===== src/rtl/pca_ch_pkg.sv =====
package pca_ch_pkg;
  localparam int MODE_W = 7;

  typedef struct packed {
    logic ecom;
    logic capp;
    logic capn;
    logic mat;
    logic tog;
    logic pwm;
    logic eccf;
  } mode_t;

  typedef enum logic [2:0] {
    OP_IDLE,
    OP_CAPTURE,
    OP_SWTMR,
    OP_HSO,
    OP_PWM
  } op_e;
endpackage


===== src/rtl/pca_edge_sync.sv =====
module pca_edge_sync #(
  parameter int STAGES = 2
) (
  input  logic clk_i,
  input  logic rst_ni,
  input  logic pin_i,
  output logic rise_o,
  output logic fall_o
);
  // sh[STAGES-1] is the synchronized level, sh[STAGES] its previous value
  logic [STAGES:0] sh_q;

  always_ff @(posedge clk_i or negedge rst_ni) begin
    if (!rst_ni) sh_q <= '0;
    else         sh_q <= {sh_q[STAGES-1:0], pin_i};
  end

  assign rise_o = sh_q[STAGES-1] & ~sh_q[STAGES];
  assign fall_o = ~sh_q[STAGES-1] & sh_q[STAGES];
endmodule


===== src/rtl/pca_mode_dec.sv =====
module pca_mode_dec
  import pca_ch_pkg::*;
#(
  parameter bit WDT_CAPABLE = 1'b1
) (
  input  mode_t mode_i,
  input  logic  wdt_en_i,
  output op_e   op_o,
  output logic  wdt_arm_o
);
  logic caps;
  logic cmp_match;

  assign caps      = mode_i.capp | mode_i.capn;
  assign cmp_match = mode_i.ecom & mode_i.mat & ~mode_i.pwm & ~caps;

  always_comb begin
    op_o = OP_IDLE;
    if (!mode_i.mat && !mode_i.tog && !mode_i.pwm && caps)
      op_o = OP_CAPTURE;
    else if (cmp_match)
      op_o = mode_i.tog ? OP_HSO : OP_SWTMR;
    else if (mode_i.ecom && mode_i.pwm && !mode_i.mat && !mode_i.tog &&
             !mode_i.eccf && !caps)
      op_o = OP_PWM;
  end

  generate
    if (WDT_CAPABLE) begin : g_wdt
      assign wdt_arm_o = wdt_en_i & cmp_match;
    end else begin : g_no_wdt
      logic unused_wdt;
      assign unused_wdt = wdt_en_i;
      assign wdt_arm_o  = 1'b0;
    end
  endgenerate
endmodule


===== src/rtl/pca_match.sv =====
module pca_match #(
  parameter int CNT_W = 16
) (
  input  logic             clk_i,
  input  logic             rst_ni,
  input  logic [CNT_W-1:0] cnt_i,
  input  logic [CNT_W-1:0] cmp_i,
  output logic             match_o,
  output logic             lo_wrap_o
);
  localparam int HALF_W = CNT_W / 2;

  logic [CNT_W-1:0] cnt_q;
  logic             cnt_chg;

  always_ff @(posedge clk_i or negedge rst_ni) begin
    if (!rst_ni) cnt_q <= '0;
    else         cnt_q <= cnt_i;
  end

  // only a moving counter may match
  assign cnt_chg   = cnt_i != cnt_q;
  assign match_o   = cnt_chg && (cnt_i == cmp_i);
  assign lo_wrap_o = (cnt_q[HALF_W-1:0] == {HALF_W{1'b1}}) &&
                     (cnt_i[HALF_W-1:0] == '0);
endmodule


===== src/rtl/pca_ch.sv =====
module pca_ch
  import pca_ch_pkg::*;
#(
  parameter int CNT_W       = 16,
  parameter int SYNC_STAGES = 2,
  parameter bit WDT_CAPABLE = 1'b1
) (
  input  logic                clk_i,
  input  logic                rst_ni,
  input  logic [CNT_W-1:0]    cnt_i,
  input  logic                pin_i,
  input  logic                wdt_en_i,
  input  logic                mode_we_i,
  input  logic                cap_lo_we_i,
  input  logic                cap_hi_we_i,
  input  logic [CNT_W/2-1:0]  wdata_i,
  output logic [CNT_W-1:0]    cap_o,
  output logic [MODE_W-1:0]   mode_o,
  output logic                pin_o,
  output logic                event_o,
  output logic                rst_req_o
);
  localparam int HALF_W = CNT_W / 2;

  mode_t            mode_q;
  logic [CNT_W-1:0] cap_q;
  logic             pin_q, evt_q, rst_q;
  logic             rise, fall, match, lo_wrap, wdt_arm;
  logic             cap_fire, tmr_fire, pwm_lvl;
  op_e              op;

  pca_edge_sync #(.STAGES(SYNC_STAGES)) u_sync (
    .clk_i  (clk_i),
    .rst_ni (rst_ni),
    .pin_i  (pin_i),
    .rise_o (rise),
    .fall_o (fall)
  );

  pca_mode_dec #(.WDT_CAPABLE(WDT_CAPABLE)) u_dec (
    .mode_i    (mode_q),
    .wdt_en_i  (wdt_en_i),
    .op_o      (op),
    .wdt_arm_o (wdt_arm)
  );

  pca_match #(.CNT_W(CNT_W)) u_match (
    .clk_i     (clk_i),
    .rst_ni    (rst_ni),
    .cnt_i     (cnt_i),
    .cmp_i     (cap_q),
    .match_o   (match),
    .lo_wrap_o (lo_wrap)
  );

  assign cap_fire = (op == OP_CAPTURE) &&
                    ((mode_q.capp && rise) || (mode_q.capn && fall));
  assign tmr_fire = match && (op == OP_SWTMR || op == OP_HSO);
  assign pwm_lvl  = cnt_i[HALF_W-1:0] >= cap_q[HALF_W-1:0];

  always_ff @(posedge clk_i or negedge rst_ni) begin
    if (!rst_ni) begin
      evt_q <= 1'b0;
      rst_q <= 1'b0;
      pin_q <= 1'b0;
    end else begin
      evt_q <= cap_fire | tmr_fire;
      rst_q <= match & wdt_arm;
      if (op == OP_HSO && match) pin_q <= ~pin_q;
      else if (op == OP_PWM)     pin_q <= pwm_lvl;
    end
  end

  // software writes win over hardware updates
  always_ff @(posedge clk_i or negedge rst_ni) begin
    if (!rst_ni) begin
      cap_q <= '0;
    end else begin
      if (cap_lo_we_i)                 cap_q[HALF_W-1:0] <= wdata_i;
      else if (cap_fire)               cap_q[HALF_W-1:0] <= cnt_i[HALF_W-1:0];
      else if (op == OP_PWM && lo_wrap) cap_q[HALF_W-1:0] <= cap_q[CNT_W-1:HALF_W];

      if (cap_hi_we_i)   cap_q[CNT_W-1:HALF_W] <= wdata_i;
      else if (cap_fire) cap_q[CNT_W-1:HALF_W] <= cnt_i[CNT_W-1:HALF_W];
    end
  end

  always_ff @(posedge clk_i or negedge rst_ni) begin
    if (!rst_ni) begin
      mode_q <= '0;
    end else begin
      if (mode_we_i) mode_q <= mode_t'(wdata_i[MODE_W-1:0]);
      if (cap_lo_we_i) mode_q.ecom <= 1'b0;
      if (cap_hi_we_i) mode_q.ecom <= 1'b1;
    end
  end

  assign cap_o     = cap_q;
  assign mode_o    = mode_q;
  assign pin_o     = pin_q;
  assign event_o   = evt_q;
  assign rst_req_o = rst_q;
endmodule


===== config.mk =====
export PLATFORM = sky130hd
export DESIGN_NAME = pca_ch
export DESIGN_NICKNAME = d
export VERILOG_FILES = /design/src/rtl/pca_ch_pkg.sv /design/src/rtl/pca_edge_sync.sv /design/src/rtl/pca_mode_dec.sv /design/src/rtl/pca_match.sv /design/src/rtl/pca_ch.sv
export SDC_FILE = /design/constraint.sdc
export NUM_CORES = 1
export LEC_CHECK = 0
export ABC_CLOCK_PERIOD_IN_PS = 3550
export BUFFER_PORTS_ARGS = -buffer_cell sky130_fd_sc_hd__clkbuf_2
export CORE_UTILIZATION = 43
export DETAILED_ROUTE_END_ITERATION = 12
export MAX_ROUTING_LAYER = met4
export PLACE_DENSITY = 0.69
export SETUP_SLACK_MARGIN = 0.05
export SLEW_MARGIN = 20
export SYNTH_ARGS = -nofsm -noshare
export SYNTH_HDL_FRONTEND = slang
export SYNTH_SLANG_ARGS = --single-unit

===== constraint.sdc =====
create_clock -name clk_i -period 3.55 [get_ports clk_i]
set_input_delay 0.355 -clock clk_i [delete_from_list [all_inputs] [get_ports clk_i]]
set_output_delay 0.355 -clock clk_i [all_outputs]
set_load 0.005 [all_outputs]

After elaboration in Yosys (flattened, before gate mapping)

Cells that the tools add are included.

Muxes and demuxes: 14
Reduce and logical (&&, ||, !) cells: 28
Equal/unequal tests: 7
Bitwise gates (word level): 14
Order comparisons: 1

Operator list:

| operator                                             | count |
|---|---|
| two-way mux 8 bit                                    | 5 |
| equality test 16 bit                                 | 1 |
| logical AND 1 bit                                    | 16 |
| inequality test 16 bit                               | 1 |
| two-way mux 3 bit                                    | 3 |
| equality test 8 bit (second input constant)          | 1 |
| greater-or-equal comparator 8 bit                    | 1 |
| zero test 8 bit                                      | 1 |
| bitwise AND 1 bit                                    | 7 |
| two-way mux 7 bit                                    | 1 |
| equality test 3 x 2 -> 1 bit (second input constant) | 2 |
| nonzero test 3 bit                                   | 2 |
| zero test 1 bit                                      | 5 |
| two-way mux 1 bit                                    | 5 |
| NOT 1 bit                                            | 5 |
| nonzero test 2 bit                                   | 2 |
| equality test 3 x 1 -> 1 bit (second input constant) | 1 |
| equality test 3 bit (second input constant)          | 1 |
| logical OR 1 bit                                     | 2 |
| bitwise OR 1 bit                                     | 2 |

Register bits after elaboration: 45
Output and inout port bits: 26
Input bits: 31
Word-level logic and storage cells: 78

Depth between registers and ports, before layout

Gate-level depths: netlist of run 1.

Word-level depth: 13
Mapped depth: 7
Mapped depth without buffers: 7

Cells and area by module

From an unflattened synthesis of run 1, not the netlist that was laid out.

Cell total of the unflattened synthesis: 226
Area, all modules: 2489.9 sq um

By module, submodules not included:

| module        | seq. area each (sq um) | area an instance (sq um) | cells each | instances |
|---|---|---|---|---|
| pca_ch        | 650.6                  | 1515.2                   | 147        | 1 |
| pca_match     | 400.4                  | 799.5                    | 65         | 1 |
| pca_edge_sync | 75.1                   | 90.1                     | 5          | 1 |
| pca_mode_dec  | 0.0                    | 85.1                     | 9          | 1 |

Worst setup path after synthesis of run 1

No wires, ideal clock.

Path kind: register to register
From: reg u_sync.sh_q[2]
To: reg cap_q[6], in the netlist cap_o[6]
Arrival time: 1.728 ns
Required time: 3.423 ns
Stages on the path, launching flop included: 8
Setup slack: 1.695 ns
Library setup time: 0.127 ns
Buffers on the path: 2
Path through: dfrtp_1 nand3b_1 a2111oi_2 buf_6 buf_12 mux2i_1 o21ai_1 mux2_1

Cells in the longest elaborated chain, start to end: 7

Ends and longest elaborated chain:

| element                        | line                | source |
|---|---|---|
| start: declaration             | pca_edge_sync.sv:11 | `logic [STAGES:0] sh_q;` |
| start signal: assignment       | pca_edge_sync.sv:15 | `else sh_q <= {sh_q[STAGES-1:0], pin_i};` |
| NOT 1 bit                      | pca_edge_sync.sv:18 | `assign rise_o = sh_q[STAGES-1] & ~sh_q[STAGES];` |
| bitwise AND 1 bit              | pca_edge_sync.sv:18 |  |
| logical AND 1 bit              | pca_ch.sv:57        | `((mode_q.capp && rise) \|\| (mode_q.capn && fall));` |
| logical OR 1 bit *             | pca_ch.sv:57        |  |
| logical AND 1 bit *            | pca_ch.sv:56        | `assign cap_fire = (op == OP_CAPTURE) &&` |
| two-way mux 8 bit              | pca_ch.sv:80        | `else if (cap_fire) cap_q[HALF_W-1:0] <= cnt_i[HALF_W-1:0];` |
| two-way mux 8 bit              | pca_ch.sv:79        | `if (cap_lo_we_i) cap_q[HALF_W-1:0] <= wdata_i;` |
| end signal: indexed assignment | pca_ch.sv:79        |  |
| end signal: indexed assignment | pca_ch.sv:80        |  |
| end signal: indexed assignment | pca_ch.sv:81        | `else if (op == OP_PWM && lo_wrap) cap_q[HALF_W-1:0] <= cap_q[CNT_W-1:HALF_W];` |
| end: declaration               | pca_ch.sv:26        | `logic [CNT_W-1:0] cap_q;` |

Mark *: on every way between the ends. The rest lies on a longest branch, timed or not.
A chain may end at the register's enable or synchronous reset.

Final worst setup path of run 1

Ends and elaborated chain as after synthesis.

==> impl_results.rst, run 1 <==
.. list-table::
   :header-rows: 1

   * - Metric
     - Value
   * - Worst Max-Slew Pin Slew
     - 0.902 ns
   * - Worst relative slew slack
     - 39.9%
   * - Clock Root Buffer
     - sky130_fd_sc_hd__clkbuf_8
   * - H-tree level count
     - 2
   * - Maximum clock frequency
     - 446 MHz
   * - Initial antenna violation count
     - 0
   * - Number of buffer cells added on primary ports
     - 56
   * - Height of the die
     - 75.8 µm
   * - TritonCTS Sinks
     - 45
   * - Signal arrival time at the worst endpoint
     - 2.42 ns
   * - Hold Crit Class
     - primary input to async pin
   * - Hold-fix buffers at CTS
     - 0
   * - Power per cell area
     - 420 nW/µm²
   * - Number of placed I/O pins
     - 57
   * - DRC violations left
     - 0
   * - Leakage power total
     - 0.00122 µW
   * - Setup-violating endpoint count in the final report
     - 0
   * - Number of DRC markers in iteration 0
     - 104
   * - Required arrival time at the worst endpoint
     - 3.73 ns
   * - Final count of hold timing violations
     - 0
   * - Last element of the critical path
     - cap_o[6]
   * - Max Clock Skew
     - 0.00806 ns
   * - Clock buffer count from CTS
     - 5
   * - Outcome
     - finished, final reports clean
   * - Row count
     - 26
   * - Post-layout net count
     - 304
   * - Peak supply drop
     - 0.213 mV
   * - Post-Synthesis Cells
     - 207
   * - Share of synthesized area occupied by flip-flops and latches
     - 48.1%
   * - Number of global-route vias before repair
     - 1766
   * - Remaining antenna violation count after routing
     - 0
   * - Clock tree from TritonCTS
     - yes
   * - Post-layout minimum cycle time
     - 2.24 ns
   * - Congestion Overflow GR
     - 0
   * - Maximum clock insertion buffer count
     - 2
   * - Area of the core region
     - 5170 µm²
   * - Post-synthesis to final-layout area growth
     - 17.9%
   * - Most frequent standard cell in the layout excluding fill and tap cells
     - sky130_fd_sc_hd__clkbuf_2
   * - Wirelength per Cell
     - 16.6 µm
   * - Wirelength, routed
     - 5590 µm
   * - Post-route core utilization
     - 53.3%
   * - Total setup buffers inserted after CTS
     - 0
   * - WHS
     - 0.0914 ns
   * - Register-to-register path setup slack
     - 1.31 ns
   * - Post-synthesis cell type count
     - 36
   * - Fraction of final layout cells with drive strength greater than 1
     - 30.5%
   * - Number of inserted diodes
     - 0
   * - CP max FO
     - 10
   * - Final clock period utilization by the worst path
     - 63.1%
   * - End of the worst register-to-register path
     - cap_o[6]
   * - GRT Util Overall
     - 22.8%
   * - Area of all sequential standard cells
     - 1130 µm²
   * - CP Launch Point
     - u_sync.sh_q[2]
   * - Commonest cells after routing, fill and taps aside
     - 55 x sky130_fd_sc_hd__clkbuf_2, 45 x sky130_fd_sc_hd__dfrtp_1, 19 x sky130_fd_sc_hd__xnor2_1, 19 x sky130_fd_sc_hd__nand2_1, 18 x sky130_fd_sc_hd__mux2i_1
   * - Skew-Pair Late Insertion Delay
     - 0.30 ns
   * - Finished Layout Cells
     - 336
   * - DIE WIDTH
     - 75.8 µm
   * - Startpoint-to-endpoint class of the critical path
     - flop to flop
   * - Placed instance count
     - 328
   * - Setup repair after global routing missed its margin
     - no
   * - Number of cell instances on the worst register-to-register path
     - 4
   * - Setup TNS
     - 0 ns
   * - Multi-input gate area
     - 1130 µm²
   * - Largest net degree at the start of global routing
     - 46
   * - Clock transition at the register clock pins on the worst setup and hold paths after CTS
     - 0.08 ns
   * - CP endpoint kind
     - flop
   * - Average via count per standard cell
     - 5.30
   * - Netlist area before placement
     - 2340 µm²
   * - Average instance area after synthesis
     - 11.3 µm²
   * - Synth Register Bits
     - 45
   * - DIE AREA
     - 5740 µm²
   * - Starting density of the core
     - 45.2%
   * - Global-route wire length before repair
     - 9000 µm
   * - Overall via count from detail_route
     - 1781
   * - Max Cap Violations
     - 0
   * - Synthesis warning total
     - 0
   * - Placer congestion estimate
     - 0.820
   * - Count of filler cells inserted in the layout
     - 469
   * - Hpwl dp
     - 4270 µm
   * - Worst flop-to-flop path startpoint
     - u_sync.sh_q[2]
   * - Pins Over Slew Limit
     - 0
   * - Synthesized net count
     - 246
   * - Resized Gates After CTS
     - 0
   * - Crit start category
     - flop
   * - Length of the first detailed-routing pass in iterations
     - 4
-- routing by layer --
metal,share of wire [%],wire length (µm),vias up,GRT usage (%)
li1,-,-,846,-
met1,47,2630,879,30.3
met2,48,2680,48,35.9
met3,3.6,200,8,3.17
met4,1.4,78,0,7.41
met5,0,0,-,-
-- state kept, by name (all words and copies together), names as in the netlist --
name / flops
event_o: 1
mode_o: 7
rst_req_o: 1
u_match.cnt_q: 16
cap_o: 16
u_sync.sh_q: 3
pin_o: 1
-- how the worst min path moves through the flow --
| stage | end | slack (ns) |
|---|---|---|
| floorplan | cap_o[0] | 0.06 |
| global placement | u_sync.sh_q[1] | 0.35 |
| detailed placement | u_sync.sh_q[1] | 0.35 |
| CTS | cap_o[12] | 0.11 |
| global route | event_o | 0.13 |
| finish | u_match.cnt_q[14] | 0.09 |
-- Yosys cell counts (all sizes together) --
library cell | instances | area, µm²
clkbuf | 2 | 7.51
nand4 | 6 | 37.5
a21oi | 2 | 10.0
o21bai | 1 | 7.51
nand4b | 5 | 43.8
ha | 8 | 100
nand2 | 19 | 71.3
nand3 | 5 | 25.0
nor2 | 6 | 22.5
xor2 | 5 | 43.8
nor4 | 4 | 25.0
nand2b | 1 | 6.26
nand3b | 3 | 22.5
buf | 4 | 47.5
o21ai | 16 | 80.1
mux2 | 14 | 158
o211ai | 1 | 7.51
inv | 10 | 37.5
mux2i | 18 | 180
and3 | 2 | 12.5
and4b | 1 | 10.0
and2 | 1 | 6.26
a2111oi | 1 | 15.0
o211a | 1 | 10.0
dfrtp | 45 | 1130
nor3 | 1 | 10.0
nor3b | 2 | 20.0
xnor2 | 19 | 166
or2 | 1 | 6.26
a31oi | 1 | 6.26
nor4b | 2 | 17.5
-- kinds of logic (layout without fill, tap and decap cells) --
| family | after synthesis | after routing | synth area share, % |
|---|---|---|---|
| AO/OA/AOI/OAI | 23 | 23 | 5.83 |
| multiplexers | 32 | 32 | 14.4 |
| adder cells (fa/ha/maj) | 8 | 8 | 4.28 |
| flip-flops | 45 | 45 | 48.1 |
| XOR/XNOR | 24 | 24 | 8.98 |
| buffers and inverters | 16 | 75 | 3.96 |
| AND/OR/NAND/NOR | 59 | 59 | 14.4 |
-- critical path: stages, from the launching register on --
cell and delay, ns:
sky130_fd_sc_hd__dfrtp_1 0.39, sky130_fd_sc_hd__nand3b_1 0.20, sky130_fd_sc_hd__a2111oi_4 0.87, sky130_fd_sc_hd__nor3_2 0.27, sky130_fd_sc_hd__mux2_1 0.38
-- area by class of cell --
cell class,instances,area share (%)
Clock buffer,6,2.63
Clock inverter,2,0.363
Inverter,10,1.36
Multi-Input combinational cell,146,41.1
Sequential cell,45,40.8
Tap cell,70,3.18
Timing Repair Buffer,57,10.5
-- stage by stage --
| step | power, µW | cell area (µm²) | worst slack (ns) |
|---|---|---|---|
| 6_report | 1160 | 2760 | 1.31 |
| 5_1_grt | 1220 | 2760 | 1.16 |
| 4_1_cts | 1170 | 2760 | 1.31 |
| 3_5_place_dp | 866 | 2680 | 1.33 |
| 3_3_place_gp | 858 | 2670 | 1.39 |
| 2_1_floorplan | 748 | 2340 | 1.70 |
-- where the power goes --
group	total (µW)	leakage [µW]	internal, µW	switching, µW
registers	606	0.000538	558	48.0
logic	248	0.000640	122	126
clock network	305	0.0000450	137	168
total	1160	0.00122	817	342
(Power assumes the default switching activity.)
==> inputs of run 2 (changes only) <==
- ABC_CLOCK_PERIOD_IN_PS: 3550 -> 2200
- clock period: 3.55 -> 2.2 ns (I/O delays scaled with it)
==> run 2 against run 1 <==
Effect of this change: setup slack worse by 1.1 ns; non-clock buffer count rose by 4; clock power increased by 110%; total power increased by 75%; maximum frequency increased by 13%; via count down 1.3%; sequential power increased by 61%; first-iteration DRC count up 13%; cell area increased by 2.8%; clock-buffer cell count grew 1; combinational power rose by 65%; critical path type unchanged.
==> impl_results.rst, run 2 (synthesis gave the netlist of run 1 again) <==
.. list-table::
   :header-rows: 1

   * - Metric
     - Value
   * - Outcome
     - finished, final reports clean
   * - Total cell area at the placement stage
     - 2710 µm² (+1.2%)
   * - Fraction of final layout cells with drive strength greater than 1
     - 31.1% (+0.66 points)
   * - CP max FO
     - 10 (unchanged)
   * - Clock tree from TritonCTS
     - yes
   * - DIE WIDTH
     - 75.8 µm (unchanged)
   * - Pins Over Slew Limit
     - 0 (unchanged)
   * - Layer with the highest usage
     - met2
   * - Final count of hold timing violations
     - 0 (unchanged)
   * - Placer congestion estimate
     - 0.872 (+6.3%)
   * - DRC violations left
     - 0 (unchanged)
   * - Total power of the final layout
     - 2020 µW (+75%)
   * - Max Clock Skew
     - 0.00798 ns (-0.0000748 ns)
   * - Worst Hold Launch
     - pin_i
   * - Skew-Pair Late Insertion Delay
     - 0.30 ns (about the same)
   * - Starting density of the core
     - 45.2% (unchanged)
   * - Average via count per standard cell
     - 5.17 (-2.5%)
   * - TritonCTS Sinks
     - 45 (unchanged)
   * - Required arrival time at the worst endpoint
     - 2.38 ns (-1.35 ns)
   * - Initial antenna violation count
     - 0 (unchanged)
   * - CP Launch Point
     - mode_o[5]
   * - Wirelength per Cell
     - 16.4 µm (-1.4%)
   * - H-tree level count
     - 2 (unchanged)
   * - Global-route wire length before repair
     - 8840 µm (-1.8%)
   * - Leakage power total
     - 0.00126 µW (+3.0%)
   * - Global routing usage on met2
     - 34.5% (-1.4 points)
   * - Number of global-route vias before repair
     - 1706 (-3.4%)
   * - Worst Max-Slew Pin Slew
     - 0.703 ns (-0.199 ns)
   * - Number of inserted diodes
     - 0 (unchanged)
   * - Clock transition at the register clock pins on the worst setup and hold paths after CTS
     - 0.08 ns (about the same)
   * - Worst relative slew slack
     - 52.9% (+13 points)
   * - Wirelength, routed
     - 5570 µm (-0.27%)
   * - GRT met1 Usage
     - 31.0% (+0.67 points)
   * - Row count
     - 26 (unchanged)
   * - Number of placed I/O pins
     - 57 (unchanged)
   * - Remaining antenna violation count after routing
     - 0 (unchanged)
   * - Post-synthesis to final-layout area growth
     - 21.1%
   * - CP endpoint kind
     - flop
   * - Peak supply drop
     - 0.346 mV (+62%)
   * - Final clock period utilization by the worst path
     - 90.5% (+27 points)
   * - Overall via count from detail_route
     - 1758 (-1.3%)
   * - Max Cap Violations
     - 0 (unchanged)
   * - Largest net degree at the start of global routing
     - 25 (-46%)
   * - Maximum clock frequency
     - 502 MHz (+13%)
   * - GRT Util Overall
     - 22.7% (-0.066 points)
   * - Number of DRC markers in iteration 0
     - 118 (+13%)
   * - Most frequent standard cell in the layout excluding fill and tap cells
     - sky130_fd_sc_hd__clkbuf_2
   * - Commonest cells after routing, fill and taps aside
     - 56 x sky130_fd_sc_hd__clkbuf_2, 45 x sky130_fd_sc_hd__dfrtp_1, 19 x sky130_fd_sc_hd__xnor2_1, 19 x sky130_fd_sc_hd__nand2_1, 18 x sky130_fd_sc_hd__mux2i_1
   * - Congestion Overflow GR
     - 0 (unchanged)
   * - Worst flop-to-flop path startpoint
     - mode_o[5]
   * - Fraction of met3 tracks used by global routing
     - 3.17% (unchanged)
   * - Maximum clock insertion buffer count
     - 2 (unchanged)
   * - Clock Root Buffer
     - sky130_fd_sc_hd__clkbuf_8
   * - Crit start category
     - flop
   * - Post-layout net count
     - 308 (+1.3%)
   * - Startpoint-to-endpoint class of the critical path
     - flop to flop
   * - Area of the core region
     - 5170 µm² (unchanged)
   * - Hold Crit Class
     - primary input to flop
   * - Length of the first detailed-routing pass in iterations
     - 4 (unchanged)
   * - Clock buffer count from CTS
     - 5 (unchanged)
   * - Hpwl dp
     - 4310 µm (+0.86%)
   * - Setup TNS
     - 0 ns (unchanged)
   * - Power per cell area
     - 714 nW/µm² (+70%)
   * - Setup-violating endpoint count in the final report
     - 0 (unchanged)
   * - Number of buffer cells added on primary ports
     - 56 (unchanged)
   * - Signal arrival time at the worst endpoint
     - 2.17 ns (-0.25 ns)
   * - Height of the die
     - 75.8 µm (unchanged)
   * - Final cell area excluding filler cells
     - 2830 µm² (+2.8%)
   * - Post-layout minimum cycle time
     - 1.99 ns (-0.250 ns)
   * - DIE AREA
     - 5740 µm² (unchanged)
   * - Resized Gates After CTS
     - 0 (unchanged)
   * - Setup repair after global routing missed its margin
     - no
[run 2: cell count changes in the layout (fill, tap and decap cells not counted)]
cell,before,now
sky130_fd_sc_hd__buf_4,1,3
sky130_fd_sc_hd__clkinv_2,2,0
sky130_fd_sc_hd__buf_12,0,1
sky130_fd_sc_hd__bufinv_16,0,1
sky130_fd_sc_hd__clkbuf_2,55,56
sky130_fd_sc_hd__clkbuf_4,1,0
sky130_fd_sc_hd__clkbuf_8,5,6
sky130_fd_sc_hd__dlygate4sd3_1,0,1
[run 2: worst paths after layout]
check / cells past startpoint / slack [ns] / endpoint
setup / recovery: 5 / 0.21 / cap_o[1]
hold / removal: 1 / 0.03 / u_sync.sh_q[0]
setup reg to reg: 5 / 0.21 / cap_o[1]
hold reg to reg: 0 / 0.36 / u_sync.sh_q[1]
max in group asynchronous: 3 / 1.21 / cap_o[1]
min in group asynchronous: 2 / 0.46 / event_o
[run 2: cell type report]
type | count | area [µm²]
Tap cell | 70 | 87.6
Timing Repair Buffer | 61 | 333
Clock buffer | 7 | 86.3
Clock inverter | 1 | 30.0
Sequential cell | 45 | 1130
Fill cell | 474 | 2340
Multi-Input combinational cell | 146 | 1130
Inverter | 10 | 37.5
[run 2: critical path: stages (launching register included)]
cell and delay (ns):
sky130_fd_sc_hd__dfrtp_1 0.43, sky130_fd_sc_hd__nand3b_1 0.15, sky130_fd_sc_hd__a2111oi_4 0.08, sky130_fd_sc_hd__buf_4 0.21, sky130_fd_sc_hd__nor3_2 0.59, sky130_fd_sc_hd__mux2_2 0.40
[run 2: power by group]
part,internal (µW),total (µW),switching [µW]
Sequential,900,978,77.1
Clock,370,637,267
Combinational,204,410,206
Total,1470,2020,550
[run 2: per-stage QoR]
| stage | worst slack, ns | cells | hold WS, ns | util [%] |
|---|---|---|---|---|
| final | 0.209 | 340 | 0.0268 | 54.8 |
| after global routing | 0.138 | 340 | 0.0165 | 54.8 |
| after global placement | 0.285 | 331 | 0.242 | 52.3 |
| after floorplan | 0.345 | 207 | -0.0756 | - |
| after detailed placement | 0.224 | 331 | 0.238 | 52.3 |
| after CTS | 0.215 | 340 | 0.0211 | 54.8 |
[run 2: timing repair]
action / CTS / global route
hold buffers: 1 / 0
buffers inserted: 0 / 0
endpoints found under the hold margin: 21 / 0
[run 2: routing by layer]
metal	wire (µm)	vias up	share of wire (%)
met5	0	-	0
met4	75	0	1.3
met3	227	7	4.1
met2	2580	55	46
met1	2690	834	48
li1	-	862	-
==> inputs of run 3 (changes only) <==
- GPL_TIMING_DRIVEN: not set -> 0
==> run 3 against run 2 <==
Effect of this change: cell count unchanged; hold slack lost 0.00063 ns; sequential power is 0.5% lower; critical path depth is 2 higher; setup slack gained 0.0043 ns; highest routed layer unchanged; die area stayed put; clock skew decreased by 0.0014 ns.
==> impl_results.rst, run 3 (synthesis gave the netlist of run 1 again) <==
.. list-table::
   :header-rows: 1

   * - Metric
     - Value
   * - Depth of the worst hold-timing path
     - 1 (unchanged)
   * - M1 WL
     - 2410 µm (-11%)
   * - Relative contribution of sequential cells to total power
     - 52.0% (+3.7 points)
   * - Hold-critical path endpoint
     - u_sync.sh_q[0]
   * - Post-synthesis to final-layout area growth
     - 19.4%
   * - CP max FO
     - 10 (unchanged)
   * - End of the worst register-to-register path
     - cap_o[6]
   * - Required arrival time at the worst endpoint
     - 2.38 ns (about the same)
   * - Setup repair after global routing missed its margin
     - no
   * - Signal arrival time at the worst endpoint
     - 2.17 ns (about the same)
   * - Pins Over Slew Limit
     - 0 (unchanged)
   * - Starting density of the core
     - 45.2% (unchanged)
   * - Routed wl met2
     - 2670 µm (+3.4%)
   * - Cell at the slowest stage of the critical path
     - sky130_fd_sc_hd__a2111oi_2
   * - Power Internal
     - 1320 µW (-10%)
   * - Outcome
     - finished, final reports clean
   * - GRT Util Overall
     - 21.9% (-0.76 points)
   * - Remaining antenna violation count after routing
     - 0 (unchanged)
   * - Number of inserted diodes
     - 0 (unchanged)
   * - Final clock period utilization by the worst path
     - 90.3% (-0.20 points)
   * - Final cell area excluding filler cells
     - 2790 µm² (-1.5%)
   * - Congestion Overflow GR
     - 0 (unchanged)
   * - Area of all sequential standard cells
     - 1130 µm² (unchanged)
   * - DIE AREA
     - 5740 µm² (unchanged)
   * - Skew-Pair Late Insertion Delay
     - 0.30 ns (about the same)
   * - Register-to-register path setup slack
     - 0.21 ns (about the same)
   * - Final count of hold timing violations
     - 0 (unchanged)
   * - Peak supply drop
     - 0.347 mV (+0.45%)
   * - Hold-fix buffers at CTS
     - 0 (-1)
   * - Area of the core region
     - 5170 µm² (unchanged)
   * - Amount of wire on met3 after detailed routing
     - 396 µm (+74%)
   * - Power per cell area
     - 670 nW/µm² (-6.2%)
   * - Wirelength per Cell
     - 16.2 µm (-0.86%)
   * - Length of the first detailed-routing pass in iterations
     - 4 (unchanged)
   * - Topmost layer with routed signal wires
     - met4
   * - Leakage power total
     - 0.00124 µW (-1.6%)
   * - Row count
     - 26 (unchanged)
   * - Overall via count from detail_route
     - 1801 (+2.4%)
   * - Number of placed I/O pins
     - 57 (unchanged)
   * - Setup-violating endpoint count in the final report
     - 0 (unchanged)
   * - Initial antenna violation count
     - 0 (unchanged)
   * - Global-route wire length before repair
     - 8660 µm (-2.0%)
   * - Resized Gates After CTS
     - 0 (unchanged)
   * - Max Cap Violations
     - 0 (unchanged)
   * - Hpwl dp
     - 4180 µm (-2.9%)
   * - Worst Hold Launch
     - pin_i
   * - Placer congestion estimate
     - 0.824 (-5.5%)
   * - Clock tree from TritonCTS
     - yes
   * - Commonest cells after routing, fill and taps aside
     - 53 x sky130_fd_sc_hd__clkbuf_2, 45 x sky130_fd_sc_hd__dfrtp_1, 19 x sky130_fd_sc_hd__xnor2_1, 19 x sky130_fd_sc_hd__nand2_1, 18 x sky130_fd_sc_hd__mux2i_1
   * - Startpoint-to-endpoint class of the critical path
     - flop to flop
   * - H-tree level count
     - 2 (unchanged)
   * - Worst relative slew slack
     - 59.7% (+6.9 points)
   * - Maximum clock frequency
     - 503 MHz (+0.22%)
   * - Worst Max-Slew Pin Slew
     - 0.601 ns (-0.102 ns)
   * - Average via count per standard cell
     - 5.30 (+2.4%)
   * - Power share of the combinational group
     - 21.9% (+1.7 points)
   * - Number of DRC markers in iteration 0
     - 115 (-2.5%)
   * - Max Clock Skew
     - 0.00656 ns (-0.00142 ns)
   * - Post-layout minimum cycle time
     - 1.99 ns (-0.00432 ns)
   * - Peak per-stage delay on the critical path
     - 0.39 ns (-0.20 ns)
   * - Fraction of final layout cells with drive strength greater than 1
     - 30.4% (-0.74 points)
   * - Psw
     - 548 µW (-0.36%)
   * - Total setup buffers inserted after CTS
     - 0 (unchanged)
   * - Switching Share
     - 29.3% (+2.1 points)
   * - Clock transition at the register clock pins on the worst setup and hold paths after CTS
     - 0.08 ns (about the same)
   * - Wirelength, routed
     - 5520 µm (-0.86%)
   * - Largest net degree at the start of global routing
     - 46 (+84%)
   * - Multi-input gate area
     - 1120 µm² (-1.1%)
   * - CP endpoint kind
     - flop
   * - TritonCTS Sinks
     - 45 (unchanged)
   * - Post-layout net count
     - 308 (unchanged)
   * - Height of the die
     - 75.8 µm (unchanged)
   * - Clock buffer count from CTS
     - 5 (unchanged)
   * - Maximum clock insertion buffer count
     - 2 (unchanged)
   * - Crit start category
     - flop
   * - Number of global-route vias before repair
     - 1756 (+2.9%)
   * - Hold Crit Class
     - primary input to flop
   * - Count of filler cells inserted in the layout
     - 482 (+1.7%)
   * - Worst flop-to-flop path startpoint
     - u_sync.sh_q[2]
   * - Number of cell instances on the worst register-to-register path
     - 7 (+2)
   * - Number of buffer cells added on primary ports
     - 54 (-3.6%)
   * - Clock Root Buffer
     - sky130_fd_sc_hd__clkbuf_8
   * - Setup TNS
     - 0 ns (unchanged)
   * - Most frequent standard cell in the layout excluding fill and tap cells
     - sky130_fd_sc_hd__clkbuf_2
   * - Critical Path, Cell by Cell
     - nand3b_1, a2111oi_2, buf_6, buf_12, mux2i_1, o21ai_1, mux2_1
   * - Total cell area at the placement stage
     - 2700 µm² (-0.37%)
   * - DRC violations left
     - 0 (unchanged)
   * - Relative contribution of the clock network to total power
     - 26.2% (-5.3 points)
   * - DIE WIDTH
     - 75.8 µm (unchanged)
run 3: routing by layer:
layer  vias to the layer above  track usage, %
li1                        856               -
met1                       871            29.3
met2                        67            34.5
met3                         7            4.37
met4                         0            4.94
met5                         -               -
run 3: power groups by stage:
stage                     Sequential (µW)  Clock (µW)  Combinational, µW
after CTS                             972         504                411
after global routing                  984         543                462
after floorplan                       976           0                231
after detailed placement              989           0                407
final                                 973         490                410
after global placement                987           0                398
run 3: layout make-up:
type                       instances  share of cell area (%)
clock buffer                       6                    2.60
multi-input combinational        146                    40.1
clock inverter                     2                   0.358
timing repair buffer              55                    10.1
sequential                        45                    40.3
inverter                          10                    1.34
tap                               70                    3.14
buffer                             6                    1.97
run 3: worst max-delay path, delay by kind of cell, from the launching register on:
| kind | cells | cell delay, ns |
|---|---|---|
| compound gates | 2 | 0.48 |
| mux | 2 | 0.46 |
| flops | 1 | 0.38 |
| buf+inv | 2 | 0.38 |
| simple gates | 1 | 0.17 |
run 3: through the flow:
| stage | setup slack [ns] | hold WS [ns] | power [µW] | util (%) | std cells |
|---|---|---|---|---|---|
| floorplan | 0.345 | -0.0756 | 1210 | - | 207 |
| global placement | 0.220 | 0.330 | 1380 | 52.2 | 331 |
| detailed placement | 0.203 | 0.330 | 1400 | 52.2 | 331 |
| CTS | 0.193 | 0.0163 | 1890 | 53.7 | 339 |
| global route | 0.0690 | 0.0114 | 1990 | 54.0 | 340 |
| finish | 0.213 | 0.0262 | 1870 | 54.0 | 340 |
run 3: worst max path at each step:
| stage | startpoint | end | slack [ns] |
|---|---|---|---|
| detailed placement | u_sync.sh_q[2] | cap_o[6] | 0.20 |
| global route | u_sync.sh_q[2] | cap_o[6] | 0.07 |
| floorplan | u_sync.sh_q[2] | cap_o[6] | 0.35 |
| finish | u_sync.sh_q[2] | cap_o[6] | 0.21 |
| CTS | u_sync.sh_q[2] | cap_o[6] | 0.19 |
| global placement | u_sync.sh_q[2] | cap_o[6] | 0.22 |
